[src/rtl/burst_seq_pkg.sv]
package burst_seq_pkg;

    localparam int BEAT_W = 2;
    localparam int BEATS  = 1 << BEAT_W;

    typedef logic [BEAT_W-1:0] beat_t;

    typedef enum logic {
        ORDER_LINEAR      = 1'b0,
        ORDER_INTERLEAVED = 1'b1
    } order_e;

    typedef struct packed {
        beat_t base;
        beat_t beat;
    } burst_state_t;

    typedef enum logic [1:0] {
        CMD_HOLD    = 2'd0,
        CMD_LOAD    = 2'd1,
        CMD_ADVANCE = 2'd2
    } burst_cmd_e;

    function automatic burst_cmd_e decode_cmd(input logic en_n, input logic adv);
        if (en_n)
            return CMD_HOLD;
        else if (adv)
            return CMD_ADVANCE;
        else
            return CMD_LOAD;
    endfunction

    function automatic beat_t linear_addr(input beat_t base, input beat_t beat);
        return beat_t'(base + beat);
    endfunction

    function automatic beat_t interleaved_addr(input beat_t base, input beat_t beat);
        return base ^ beat;
    endfunction

endpackage

[src/rtl/burst_mode_strap.sv]
module burst_mode_strap
    import burst_seq_pkg::*;
(
    input  logic   clk,
    input  logic   rst,
    input  logic   strap_in,
    output order_e order_q
);

    always_ff @(posedge clk) begin
        if (rst)
            order_q <= order_e'(strap_in);
    end

    // strap latched only in reset
    assert_strap_held_R7: assert property (@(posedge clk) disable iff (rst)
        1'b1 |=> $stable(order_q));

endmodule

[src/rtl/burst_beat_counter.sv]
module burst_beat_counter
    import burst_seq_pkg::*;
(
    input  logic         clk,
    input  logic         rst,
    input  logic         en_n,
    input  logic         adv,
    input  beat_t        start_in,
    output burst_state_t state_q
);

    burst_cmd_e   cmd;
    burst_state_t state_d;

    always_comb begin
        cmd     = decode_cmd(en_n, adv);
        state_d = state_q;
        unique case (cmd)
            CMD_LOAD: begin
                state_d.base = start_in;
                state_d.beat = '0;
            end
            CMD_ADVANCE: begin
                state_d.beat = beat_t'(state_q.beat + 1'b1);
            end
            default: state_d = state_q;
        endcase
    end

    always_ff @(posedge clk) begin
        if (rst)
            state_q <= '{base: '0, beat: '0};
        else
            state_q <= state_d;
    end

    assert_stall_holds_R6: assert property (@(posedge clk) disable iff (rst)
        en_n |=> $stable(state_q));

    assert_load_restarts_R2: assert property (@(posedge clk) disable iff (rst)
        (!en_n && !adv) |=> (state_q.beat == '0) && (state_q.base == $past(start_in)));

    assert_step_wraps_R5: assert property (@(posedge clk) disable iff (rst)
        (!en_n && adv) |=> (state_q.beat == beat_t'($past(state_q.beat) + 1'b1))
                           && $stable(state_q.base));

endmodule

[src/rtl/burst_order_map.sv]
module burst_order_map
    import burst_seq_pkg::*;
(
    input  logic         clk,
    input  logic         rst,
    input  order_e       order,
    input  burst_state_t state,
    output beat_t        addr_out
);

    beat_t lin_addr;
    beat_t ilv_addr;

    genvar g;
    generate
        for (g = 0; g < 2; g++) begin : g_order
            if (g == 0) begin : g_lin
                assign lin_addr = linear_addr(state.base, state.beat);
            end else begin : g_ilv
                assign ilv_addr = interleaved_addr(state.base, state.beat);
            end
        end
    endgenerate

    assign addr_out = (order == ORDER_INTERLEAVED) ? ilv_addr : lin_addr;

    assert_linear_order_R3: assert property (@(posedge clk) disable iff (rst)
        (order == ORDER_LINEAR) |-> (beat_t'(addr_out - state.base) == state.beat));

    assert_interleaved_order_R4: assert property (@(posedge clk) disable iff (rst)
        (order == ORDER_INTERLEAVED) |-> ((addr_out ^ state.base) == state.beat));

endmodule

[src/rtl/burst_seq_top.sv]
module burst_seq_top
    import burst_seq_pkg::*;
(
    input  logic              clk,
    input  logic              rst,
    input  logic              clk_en_n,
    input  logic              adv_ld,
    input  logic              order_sel,
    input  logic [BEAT_W-1:0] start_addr,
    output logic [BEAT_W-1:0] low_addr,
    output logic [BEAT_W-1:0] beat_idx
);

    order_e       order_q;
    burst_state_t state_q;
    beat_t        mapped;

    burst_mode_strap u_strap (
        .clk      (clk),
        .rst      (rst),
        .strap_in (order_sel),
        .order_q  (order_q)
    );

    burst_beat_counter u_count (
        .clk      (clk),
        .rst      (rst),
        .en_n     (clk_en_n),
        .adv      (adv_ld),
        .start_in (start_addr),
        .state_q  (state_q)
    );

    burst_order_map u_map (
        .clk      (clk),
        .rst      (rst),
        .order    (order_q),
        .state    (state_q),
        .addr_out (mapped)
    );

    assign low_addr = mapped;
    assign beat_idx = state_q.beat;

    // a load mid-burst restarts from beat 0 and shows the new start
    assert_midburst_load_R8: assert property (@(posedge clk) disable iff (rst)
        (!clk_en_n && !adv_ld && (beat_idx != '0)) |=>
            (beat_idx == '0) && (low_addr == $past(start_addr)));

endmodule

[config.mk]
export PLATFORM = sky130hd
export DESIGN_NAME = burst_seq_top
export DESIGN_NICKNAME = d
export VERILOG_FILES = /design/src/rtl/burst_seq_pkg.sv /design/src/rtl/burst_mode_strap.sv /design/src/rtl/burst_beat_counter.sv /design/src/rtl/burst_order_map.sv /design/src/rtl/burst_seq_top.sv
export SDC_FILE = /design/constraint.sdc
export NUM_CORES = 1
export LEC_CHECK = 0
export BUFFER_PORTS_ARGS = -buffer_cell sky130_fd_sc_hd__buf_2
export CELL_PAD_IN_SITES_DETAIL_PLACEMENT = 1
export CELL_PAD_IN_SITES_GLOBAL_PLACEMENT = 1
export CORE_AREA = 4 4 41 43
export CTS_BUF_LIST = sky130_fd_sc_hd__clkbuf_4
export DETAILED_ROUTE_END_ITERATION = 16
export DIE_AREA = 0 0 45 47
export HOLD_SLACK_MARGIN = 0.05
export PLACE_DENSITY_LB_ADDON = 0.1
export SLEW_MARGIN = 40
export SYNTH_ARGS = -nofsm -noshare
export SYNTH_HDL_FRONTEND = slang
export SYNTH_SLANG_ARGS = --single-unit
[constraint.sdc]
create_clock -name clk -period 2.3 [get_ports clk]
set_clock_uncertainty 0.2 [all_clocks]
set_input_delay 0 -clock clk [delete_from_list [all_inputs] [get_ports clk]]
set_output_delay 0 -clock clk [all_outputs]
set_load 0.01 [all_outputs]
==> flow_summary.toml <==
[run_status]
status = "finished, final reports clean"

[timing]
setup_violations = 0
rsz0062_at_grt = "no"
slew_headroom_pct = 87.6
fmax_mhz = 463
period_share_pct = 93.9
finalSetupTns_ns = 0
worst_pin_slew_ns = 0.186
final_max_slew_viol_count = 0
period_needed_ns = 2.16
whs_ns = 0.278
hold_viol = 0

[routing]
drtIter0Drc = 0
ant_nets = 0
viasPerCell = 4.19
drc = 0
post_drt_wl_per_cell_microns = 10.3
via_count = 260
wl_microns = 640
dr.pass1.iters = 1

[global_routing]
overflow = 0
grt_pass1_vias = 263
grt_usage_pct = 7.21
grt_antenna_before_repair = 0
grt_start_max_net_pins = 8
grt_pass1_wl_mm = 1.01

[logic_synthesis]
yosys.area.top_type = "dfxtp_1"
synth_edf_count = 1
ys_seq_elements = 5
ys_types = 13
yosysSeqAreaShare_pct = 46.6
synth_area_leaders = "dfxtp_1 34%, edfxtp_1 13%, a21oi_1 8.5%"
synth_nets = 33
syn_area_sq_um = 236
async_flop_share_pct = 0
ys_warn_count = 0
synth_flop_cell = "dfxtp_1"
synth.top_cell.area_share_pct = 33.9
avgSynthCellArea_sq_um = 9.46
synthTopCellsByCount = "4 x a21oi_1, 4 x dfxtp_1"
syn_inst = 25

[setup_path]
cp-end-kind = "flip-flop"
worst_ep_required_time_ns = 2.28
cpMostUsedCell = "dlygate4sd3_1"
slowest_delay_ns = 0.57
path_class = "in -> reg"
crit_chain = "dlygate4sd3_1 -> buf_2 -> nand4bb_1 -> dlygate4sd3_1 -> a21oi_1 -> dlygate4sd3_1"
arrival_ns = 2.14
path_buf_inv = 4
critPathLaunchType = "input pin"
crit_fanout = 7
crit_family = "buffers and inverters"
crit_path_top_delay_cell = "dlygate4sd3_1"

[power]
p_clk_share_pct = 46.1
p_comb_share_pct = 14.3
intPower_w = 0.000193
power.leakage_nw = 0.184
p_per_area_nw_per_um2 = 585
switching_share_pct = 21.7
power_switching_w = 0.0000535
seqPwrFrac_pct = 39.6
p_total_w = 0.000246
ir_worst_vdd_mv = 0.175

[finish]
drive_gt1_share_pct = 29.8
syn2layout_area_growth_pct = 77.8
fin_nets = 56
antenna_cells = 0

[clock_network]
cts_tree = "yes"
clkLatencyLatePin_ns = 0.24
cts.clk_slew.worst_paths_ns = 0.04
clock_sinks = 5
clock_path_buffers = 2
cts_buffers = 3
cts-root-buf = "clkbuf_4"
cts_max_level = 1
cts_resized = 0

[worst_hold_path]
hold_class = "in -> reg"

[floorplan]
start_util_pct = 18.2
fp.dieArea_sq_um = 2120
rows = 13
die_w_microns = 45
pin_count = 11
die_height_microns = 47
coreArea_sq_um = 1300

[job]
max_cap_violations = 0

[placed_design]
gp_congestion = 0.660
port_buffers = 10
[worst register-to-register path: cells and delay by family (launching register included)]
kind	cells	cell delay (ns)
buffers and inverters	2	1.14
AND/OR/NAND/NOR	1	0.12
AO/OA/AOI/OAI	1	0.13
flip-flops	1	0.41
[per-layer routing]
metal,GRT usage (%),share of wire [%]
met3,2.68,7.5
met2,11.0,47
met4,7.02,0.63
met5,0,0
met1,7.55,44
[cell families after synthesis]
kind of cell               after synthesis  synth area share, %
AOI/OAI and AO/OA                        7                 14.8
xor gates and xnor gates                 2                 7.41
adders and majority gates                1                 5.29
buffers and inverters                    2                 6.35
DFF                                      5                 46.6
and+or+nand+nor                          8                 19.6
[what timing repair did]
| item | CTS | global route |
|---|---|---|
| buffers inserted | 0 | 0 |
| setup endpoints to repair | 0 | 0 |
| endpoints found under the hold margin | 6 | 0 |
| hold buffers | 10 | 0 |
[state kept, by name, summed over array words and instances, names as in the netlist]
signal	flops
u_count.state_q	4
u_strap.order_q	1
[metrics by stage]
stage	setup WS, ns	std cells	utilization (%)	cell area [sq um]
4_1_cts	0.191	62	32.3	420
5_1_grt	0.0473	62	32.3	420
3_3_place_gp	1.15	48	22.3	290
6_report	0.140	62	32.3	420
2_1_floorplan	1.23	25	-	236
3_5_place_dp	1.12	48	22.3	290
[power groups by stage]
stage               Clock [W]  Combinational [W]  Sequential [W]
floorplan                   0          0.0000135       0.0000982
global placement            0          0.0000246       0.0000991
detailed placement          0          0.0000249       0.0000990
CTS                  0.000118          0.0000357       0.0000974
global route         0.000120          0.0000389       0.0000978
finish               0.000114          0.0000352       0.0000974
[cell type report]
class / count / area, sq um
fillers: 167 / 881
repair buffers: 20 / 150
multi-input cells: 18 / 111
flip-flops and latches: 5 / 110
clock buffers: 4 / 30.0
well taps: 15 / 18.8
[path summary, 6_finish.rpt]
path                      startpoint                  to  slack [ns]  cells after the start
setup / recovery            clk_en_n  u_count.state_q[1]        0.14                      6
hold / removal             order_sel     u_strap.order_q        0.28                      2
setup reg to reg  u_count.state_q[0]  u_count.state_q[1]        0.24                      4
hold reg to reg   u_count.state_q[0]  u_count.state_q[0]        0.40                      2
[layout by cell type, fill, tap and decap left out, types with 2 or more instances in the layout]
cell type       n
a21oi_1         4
buf_2          10
clkbuf_4        4
dfxtp_1         4
dlygate4sd3_1  10
nand2_1         2
nor2_1          2
nor2b_1         2
o21ai_0         2
xnor2_1         2
No activity file was read; power rests on OpenSTA's default activity.
